**src/rtl/usb_lmon_pkg.sv**
```systemverilog
package usb_lmon_pkg;

  typedef enum logic [2:0] {
    LS_DISC     = 3'd0,
    LS_POWERED  = 3'd1,
    LS_PWR_SUSP = 3'd2,
    LS_ACTIVE   = 3'd3,
    LS_SUSP     = 3'd4
  } link_state_e;

  // Suspend state entered from a given running state
  function automatic link_state_e suspend_target(input link_state_e s);
    return (s == LS_ACTIVE) ? LS_SUSP : LS_PWR_SUSP;
  endfunction

  // Running state restored on leaving a suspend state
  function automatic link_state_e resume_target(input link_state_e s);
    return (s == LS_SUSP) ? LS_ACTIVE : LS_POWERED;
  endfunction

  function automatic logic is_suspended(input link_state_e s);
    return (s == LS_PWR_SUSP) || (s == LS_SUSP);
  endfunction

  function automatic logic is_running(input link_state_e s);
    return (s == LS_POWERED) || (s == LS_ACTIVE);
  endfunction

endpackage

```
**src/rtl/lmon_sync.sv**
```systemverilog
module lmon_sync #(
  parameter int WIDTH = 1
) (
  input  logic             clk_i,
  input  logic             rst_ni,
  input  logic [WIDTH-1:0] d_i,
  output logic [WIDTH-1:0] q_o
);

  for (genvar i = 0; i < WIDTH; i++) begin : g_bit
    logic [1:0] stage_q;
    always_ff @(posedge clk_i or negedge rst_ni) begin
      if (!rst_ni) stage_q <= 2'b00;
      else         stage_q <= {stage_q[0], d_i[i]};
    end
    assign q_o[i] = stage_q[1];
  end

endmodule

```
**src/rtl/lmon_dwell.sv**
```systemverilog
// Counts consecutive cycles of cond_i; hit_o is high in the LIMIT-th such
// cycle only (the counter saturates so the hit does not repeat).
module lmon_dwell #(
  parameter int LIMIT = 144
) (
  input  logic clk_i,
  input  logic rst_ni,
  input  logic cond_i,
  output logic hit_o
);

  localparam int CW = $clog2(LIMIT + 1);
  localparam logic [CW-1:0] LAST = CW'(LIMIT - 1);
  localparam logic [CW-1:0] SAT  = CW'(LIMIT);

  logic [CW-1:0] cnt_q;

  assign hit_o = cond_i && (cnt_q == LAST);

  always_ff @(posedge clk_i or negedge rst_ni) begin
    if (!rst_ni)          cnt_q <= '0;
    else if (!cond_i)     cnt_q <= '0;
    else if (cnt_q != SAT) cnt_q <= cnt_q + 1'b1;
  end

endmodule

```
**src/rtl/usb_link_monitor.sv**
```systemverilog
module usb_link_monitor
  import usb_lmon_pkg::*;
#(
  parameter int RESET_CYC    = 144,
  parameter int SUSPEND_CYC  = 144000,
  parameter int HOSTLOST_CYC = 196608
) (
  input  logic       clk_i,
  input  logic       rst_ni,
  input  logic       sense_i,
  input  logic       sense_ovr_en_i,
  input  logic       sense_ovr_val_i,
  input  logic       line_se0_i,
  input  logic       line_j_i,
  input  logic       sof_valid_i,
  output logic [2:0] link_state_o,
  output logic       sense_o,
  output logic       host_lost_o,
  output logic       ev_connect_o,
  output logic       ev_disconnect_o,
  output logic       ev_link_reset_o,
  output logic       ev_suspend_o,
  output logic       ev_resume_o,
  output logic       ev_host_lost_o
);

  // Synchronized inputs
  logic [2:0] raw_in, sync_in;
  logic sense_s, se0_s, j_s, sense_eff;

  assign raw_in = {sense_i, line_se0_i, line_j_i};

  lmon_sync #(.WIDTH(3)) u_sync (
    .clk_i (clk_i),
    .rst_ni(rst_ni),
    .d_i   (raw_in),
    .q_o   (sync_in)
  );

  assign sense_s   = sync_in[2];
  assign se0_s     = sync_in[1];
  assign j_s       = sync_in[0] && !sync_in[1];
  assign sense_eff = sense_ovr_en_i ? sense_ovr_val_i : sense_s;

  link_state_e state_q, state_d;

  // Line timers
  logic reset_hit, susp_hit, hl_hit;

  lmon_dwell #(.LIMIT(RESET_CYC)) u_rst_tmr (
    .clk_i (clk_i),
    .rst_ni(rst_ni),
    .cond_i(se0_s && (state_q != LS_DISC)),
    .hit_o (reset_hit)
  );

  lmon_dwell #(.LIMIT(SUSPEND_CYC)) u_susp_tmr (
    .clk_i (clk_i),
    .rst_ni(rst_ni),
    .cond_i(j_s && is_running(state_q)),
    .hit_o (susp_hit)
  );

  lmon_dwell #(.LIMIT(HOSTLOST_CYC)) u_sof_tmr (
    .clk_i (clk_i),
    .rst_ni(rst_ni),
    .cond_i((state_q == LS_ACTIVE) && !sof_valid_i),
    .hit_o (hl_hit)
  );

  // Link state machine
  logic conn_d, disc_d, rst_d, susp_d, res_d;

  always_comb begin
    state_d = state_q;
    conn_d  = 1'b0;
    disc_d  = 1'b0;
    rst_d   = 1'b0;
    susp_d  = 1'b0;
    res_d   = 1'b0;
    if (!sense_eff) begin
      if (state_q != LS_DISC) begin
        state_d = LS_DISC;
        disc_d  = 1'b1;
      end
    end else if (state_q == LS_DISC) begin
      state_d = LS_POWERED;
      conn_d  = 1'b1;
    end else if (reset_hit) begin
      state_d = LS_ACTIVE;
      rst_d   = 1'b1;
    end else if (is_suspended(state_q) && !j_s) begin
      state_d = resume_target(state_q);
      res_d   = 1'b1;
    end else if (susp_hit) begin
      state_d = suspend_target(state_q);
      susp_d  = 1'b1;
    end
  end

  logic hl_flag_q, hl_ev_q;
  logic [4:0] ev_q;

  always_ff @(posedge clk_i or negedge rst_ni) begin
    if (!rst_ni) begin
      state_q   <= LS_DISC;
      ev_q      <= '0;
      hl_flag_q <= 1'b0;
      hl_ev_q   <= 1'b0;
    end else begin
      state_q <= state_d;
      ev_q    <= {res_d, susp_d, rst_d, disc_d, conn_d};
      hl_ev_q <= hl_hit;
      if (sof_valid_i)  hl_flag_q <= 1'b0;
      else if (hl_hit)  hl_flag_q <= 1'b1;
    end
  end

  assign link_state_o    = state_q;
  assign sense_o         = sense_eff;
  assign host_lost_o     = hl_flag_q;
  assign ev_connect_o    = ev_q[0];
  assign ev_disconnect_o = ev_q[1];
  assign ev_link_reset_o = ev_q[2];
  assign ev_suspend_o    = ev_q[3];
  assign ev_resume_o     = ev_q[4];
  assign ev_host_lost_o  = hl_ev_q;

endmodule

```
**config.mk**
```make
export PLATFORM = sky130hd
export DESIGN_NAME = usb_link_monitor
export DESIGN_NICKNAME = d
export VERILOG_FILES = /design/src/rtl/usb_lmon_pkg.sv /design/src/rtl/lmon_sync.sv /design/src/rtl/lmon_dwell.sv /design/src/rtl/usb_link_monitor.sv
export SDC_FILE = /design/constraint.sdc
export NUM_CORES = 1
export LEC_CHECK = 0
export ABC_AREA = 1
export BUFFER_PORTS_ARGS = -buffer_cell sky130_fd_sc_hd__clkbuf_2
export CORE_MARGIN = 5
export CORE_UTILIZATION = 45
export DETAILED_ROUTE_END_ITERATION = 7
export PLACE_DENSITY = 0.66
export SETUP_SLACK_MARGIN = 0.15
export SLEW_MARGIN = 25
export SYNTH_ARGS = -nofsm -noshare
export SYNTH_HDL_FRONTEND = slang
export SYNTH_SLANG_ARGS = --single-unit
```
**constraint.sdc**
```tcl
create_clock -name clk_i -period 2 [get_ports clk_i]
set_input_delay 0.4 -clock clk_i [delete_from_list [all_inputs] [get_ports clk_i]]
set_output_delay 0.4 -clock clk_i [all_outputs]
set_load 0.05 [all_outputs]
```
==> results.py, run 1 <==
metrics = {
    "synth": {
        "synth_seq_cells": 60,
        "synth_xor_area_frac": 0.00279,
        "synth_cell_type_count": 35,
        "yosysWarnings": 0,
        "async_reset_ff_frac": 1.00,
        "synth_ff_type": "dfrtp_1",
        "syn-cell-area_um2": 3140,
        "yosysTopAreaCellShare": 0.478,
        "muxShareOfSynthArea": 0,
        "synth_top_cell_by_area": "dfrtp_1",
        "synth.avg_cell_area_um2": 8.08,
        "synth_nets": 403,
        "ys_top_cells_by_area": "dfrtp_1, inv_1, nand2_1",
        "synthSimpleGateAreaFrac": 0.296,
        "ys_seq_area_frac": 0.478,
        "synth_compound_area_frac": 0.114,
        "yosys.area_share.adder": 0.0239,
        "netlist_instances": 389,
        "synth-edff-count": 0,
        "synth_top_family_by_area": "simple AND/OR/NAND/NOR gates",
    },
    "sta": {
        "worst_slew_pin_slew_ps": 391,
        "slew_viol_final": 0,
        "max_freq_mhz": 618,
        "clock_skew_ps": 14.7,
        "worst_hold_slack_ps": 67.2,
        "slew_headroom": 0.739,
        "rsz0062_at_grt": "false",
        "setup_viol": 0,
        "setup_tns_ps": 0,
        "period_needed_ps": 1620,
        "layout_worst_path_cycle_share": 0.809,
        "finalHoldViolCount": 0,
    },
    "floorplanning": {
        "rows": 30,
        "core_area_um2": 6790,
        "dieArea_um2": 8760,
        "pin_count": 19,
        "die_y_um": 93.6,
        "die_w_um": 93.6,
        "initial_core_util": 0.463,
    },
    "cts": {
        "clk_pin_slew_ps": 80,
        "ctsResizeCount": 0,
        "clock_sink_count": 60,
        "cts_buffer_depth": 2,
        "cts_root_buf": "clkbuf_8",
        "h-tree-depth": 3,
        "post-cts-setup-buffer-count": 0,
        "insertion_delay_ps": 340,
        "hold_buffers": 0,
        "cts_tree": "done",
        "cts_buffers": 9,
    },
    "global_routing": {
        "antenna_found_initial": 0,
        "overflow": 0,
        "grt_pass1_vias": 2429,
        "grt_usage": 0.157,
        "grt_max_degree": 61,
        "grt_pass1_wl_um": 10900,
    },
    "finish": {
        "syn2layout_area_growth_pct": 13.8,
        "nNetsFinal": 432,
        "n_antenna_cell": 0,
        "mostFrequentLayoutCells": "inv_1, dfrtp_1, nand2_1, nor2_1, a21oi_1",
        "drive_gt1_frac": 0.173,
        "layout_commonest_cell": "inv_1",
    },
    "worst_setup_path": {
        "path_class": "register to register",
        "crit_arrival_ps": 1830,
        "r2r_cells": 10,
        "required_ps": 2210,
        "path_max_fanout": 5,
        "startpoint_type": "register",
        "endpoint_kind": "register",
    },
    "route": {
        "route.detailed.drc": 0,
        "dr_total_vias": 2557,
        "detail_route.wl_per_cell_um": 11.9,
        "drtIter0Drc": 105,
        "viasPerCell": 4.93,
        "drtPass1Iterations": 4,
        "antenna_left": 0,
        "wl_um": 6170,
    },
    "min_path": {
        "hold_class": "primary input to async pin",
    },
    "power": {
        "p_leak_uw": 0.00167,
        "ir_worst_vdd_v": 0.000398,
        "power.density_nw_per_um2": 901,
    },
    "outcome": {
        "outcome": "completed",
    },
    "placed_design": {
        "place.gp.congestion": 0.852,
        "dp_hpwl_um": 4540,
        "port_buffers": 18,
    },
    "run": {
        "max_cap_viol_count": 0,
    },
}
-- Yosys cell counts (2+ instances only) --
cell	n
inv_1	63
dfrtp_1	60
nand2_1	54
nor2_1	54
a21oi_1	31
nand3_1	25
o21ai_0	21
nor3_1	13
nand2_2	8
nor2_4	7
ha_1	6
nand3_2	6
inv_2	5
nand4_1	5
nor2_2	5
o21a_1	3
o21ai_1	3
buf_4	2
nor3_2	2
-- final cells by class --
class | count | area [µm²]
clock buffer | 11 | 151
clock inverter | 5 | 60.1
fill | 648 | 3220
inverter | 68 | 255
multi-input combinational | 259 | 1370
sequential | 60 | 1500
tap | 96 | 120
timing repair buffer | 20 | 118
-- per-stage QoR --
step                instance area (µm²)  setup slack [ps]  power [µW]  utilization  std cells
CTS                                3580               367        3260        0.527        519
detailed placement                 3370               421        2120        0.496        503
global placement                   3370               447        2100        0.496        503
floorplan                          3140               403        1930            -        389
finish                             3580               381        3220        0.527        519
global route                       3580               246        3400        0.527        519
-- routing by layer --
metal  track usage  wire (µm)
met1         0.205       2980
met5             0          0
met3        0.0314        176
met4        0.0770         95
met2         0.249       2920
-- path summary, 6_finish.rpt --
path | from | end | slack (ps)
max | u_susp_tmr.cnt_q[0] | link_state_o[0] | 380
min | rst_ni | u_susp_tmr.cnt_q[12] | 70
max reg2reg | u_susp_tmr.cnt_q[0] | link_state_o[0] | 380
min reg2reg | u_sync.g_bit[1].stage_q[0] | u_sync.g_bit[1].stage_q[1] | 350
max in group asynchronous | rst_ni | u_sof_tmr.cnt_q[1] | 1660
min in group clk_i | sense_i | u_sync.g_bit[2].stage_q[0] | 170
-- cells by family (layout without fill, tap and decap cells) --
| group | after synthesis | in the layout |
|---|---|---|
| flops | 60 | 60 |
| buf+inv | 70 | 104 |
| compound gates | 66 | 66 |
| fa+ha+maj | 6 | 6 |
| xor+xnor | 1 | 1 |
| simple gates | 186 | 186 |
-- critical path, cell delays in order (launching register included) --
cell and delay [ps]:
dfrtp_1 420, ha_1 210, nand2_2 80, inv_2 70
nand2_1 70, nor2_1 140, nand3_1 180, nand3_2 140
nand2_2 60, nand3_1 70, nand2_1 50
-- where the power goes --
part | switching (µW) | internal (µW)
clock network | 489 | 645
logic | 542 | 192
registers | 62.5 | 1290
-- sequential cells by signal, indices dropped and copies added (netlist names) --
name                  cells
u_rst_tmr.cnt_q           8
u_sync.g_bit.stage_q      6
u_susp_tmr.cnt_q         18
ev_q                      5
ev_host_lost_o            1
host_lost_o               1
link_state_o              3
u_sof_tmr.cnt_q          18
(Power assumes the default switching activity.)
==> run 2, diff against run 1 <==
Clock period 2 ns to 1.6 ns, I/O delays scaled along.
==> run 2 against run 1 <==
Highest routed layer unchanged. Clock skew decreased by 6.6 ps. Maximum frequency increased by 7.1%. Sequential power increased by 27%. Largest cell class is now multi-input gates.
==> results.py, run 2 (synthesis gave the netlist of run 1 again) <==
metrics = {
    "global_routing": {
        "grt_pass1_vias": 2619,
        "grt_usage": 0.162,
        "grt_pass1_wl_um": 11300,
        "grt_max_degree": 26,
        "overflow": 0,
        "antenna_found_initial": 0,
    },
    "worst_setup_path": {
        "endpoint": "u_susp_tmr.cnt_q[14]",
        "startpoint_type": "register",
        "r2r_end": "u_susp_tmr.cnt_q[14]",
        "required_ps": 1830,
        "r2r_slack_ps": 90,
        "crit_arrival_ps": 1740,
        "r2r_cells": 10,
        "critPathLaunch": "u_susp_tmr.cnt_q[0]",
        "path_class": "register to register",
        "path_max_fanout": 5,
        "rr_startpoint": "u_susp_tmr.cnt_q[0]",
        "endpoint_kind": "register",
    },
    "placed_design": {
        "port_buffers": 18,
        "dp_hpwl_um": 4700,
        "place.gp.congestion": 0.832,
        "placed_area_um2": 3410,
        "pre_cts_ws_ps": 77.4,
    },
    "route": {
        "antenna_left": 0,
        "dr_total_vias": 2733,
        "drtPass1Iterations": 4,
        "drtIter0Drc": 97,
        "wl_um": 7160,
        "viasPerCell": 4.96,
        "detail_route.wl_per_cell_um": 13.0,
        "route.detailed.drc": 0,
    },
    "finish": {
        "drive_gt1_frac": 0.338,
        "postLayoutCellArea_um2": 4050,
        "n_antenna_cell": 0,
        "largest_registers": "u_sof_tmr.cnt_q (18), u_susp_tmr.cnt_q (18), u_rst_tmr.cnt_q (8)",
        "mostFrequentLayoutCells": "inv_1, nand2_1, dfrtp_1",
        "syn2layout_area_growth_pct": 28.9,
        "layout_commonest_cell": "inv_1",
        "nNetsFinal": 465,
    },
    "floorplanning": {
        "dieArea_um2": 8760,
        "core_area_um2": 6790,
        "rows": 30,
        "die_y_um": 93.6,
        "pin_count": 19,
        "initial_core_util": 0.463,
        "die_w_um": 93.6,
    },
    "power": {
        "power.density_nw_per_um2": 1010,
        "p_leak_uw": 0.00187,
        "ir_worst_vdd_v": 0.000802,
        "power_uw": 4110,
    },
    "sta": {
        "fin_ws_ps": 89.0,
        "layout_worst_path_cycle_share": 0.944,
        "slew_headroom": 0.712,
        "worst_slew_pin_slew_ps": 432,
        "rsz0062_at_grt": "true",
        "finalHoldViolCount": 0,
        "setup_viol": 0,
        "slew_viol_final": 0,
        "period_needed_ps": 1510,
        "clock_skew_ps": 8.10,
        "setup_tns_ps": 0,
        "max_freq_mhz": 662,
    },
    "cts": {
        "insertion_delay_ps": 340,
        "cts_tree": "done",
        "clock_sink_count": 60,
        "h-tree-depth": 3,
        "cts_buffer_depth": 2,
        "cts_buffers": 9,
        "clk_pin_slew_ps": 70,
        "cts_root_buf": "clkbuf_8",
    },
    "min_path": {
        "hold_class": "primary input to register",
    },
    "outcome": {
        "outcome": "completed",
    },
    "run": {
        "max_cap_viol_count": 0,
    },
}
[run 2: cell count changes in the layout (fill, tap and decap cells not counted), moves of 4 or more]
cell | before | now
inv_2 | 5 | 14
o21ai_0 | 21 | 16
dfrtp_2 | 0 | 9
inv_1 | 63 | 52
nand3_1 | 25 | 18
nor2_4 | 7 | 13
buf_6 | 0 | 5
dfrtp_1 | 60 | 51
buf_4 | 1 | 27
nand3_4 | 0 | 4
nor2_1 | 54 | 45
o21ai_1 | 3 | 7
ha_1 | 6 | 1
[run 2: worst max-delay path: stages, from the launching register on]
cell     delay [ps]
dfrtp_2         410
ha_2            230
nand2_4          70
nor2_4          120
nand2_2          90
nor2_4          120
nand2_2          90
nor2_4          110
nand3_1          70
nand2_1          60
nor2_1           40
[run 2: power by group]
| group | switching, µW | internal, µW |
|---|---|---|
| combinational | 793 | 424 |
| clock | 624 | 551 |
| sequential | 98.7 | 1620 |
[run 2: worst min path at each step]
stage                     startpoint  cells past startpoint                          to  slack (ps)
after floorplan               rst_ni                      0              ev_host_lost_o          20
final                        sense_i                      1  u_sync.g_bit[2].stage_q[0]          90
after global routing         sense_i                      1  u_sync.g_bit[2].stage_q[0]          70
after global placement        rst_ni                      1         u_sof_tmr.cnt_q[15]         280
after CTS                    sense_i                      1  u_sync.g_bit[2].stage_q[0]          70
after detailed placement      rst_ni                      1         u_sof_tmr.cnt_q[12]         280
[run 2: per-layer routing]
layer	routed length [µm]	share of wire	global-route usage	up-vias
li1	-	-	-	1380
met1	3090	0.43	0.193	1292
met2	3710	0.52	0.277	45
met3	218	0.030	0.0354	16
met4	142	0.020	0.0782	0
met5	0	0	0	-
[run 2: what timing repair did]
action | CTS | global route
hold endpoints to repair | 13 | 0
setup endpoints to repair | 9 | 38
hold buffers | 1 | 0
pin swaps | 6 | 24
setup buffers | 7 | 21
gates resized for setup | 16 | 64
[run 2: final cells by class]
| class | count | area, µm² |
|---|---|---|
| flip-flops and latches | 60 | 1510 |
| clock buffers | 9 | 124 |
| inverters | 68 | 263 |
| clock inverters | 6 | 41.3 |
| repair buffers | 53 | 409 |
| well taps | 96 | 120 |
| fillers | 588 | 2740 |
| multi-input cells | 259 | 1580 |
[run 2: stage by stage]
step | utilization | cells | hold slack [ps]
floorplan | - | 389 | 24.4
global placement | 0.502 | 507 | 276
detailed placement | 0.502 | 507 | 278
CTS | 0.544 | 530 | 69.0
global route | 0.597 | 551 | 65.2
finish | 0.597 | 551 | 85.5
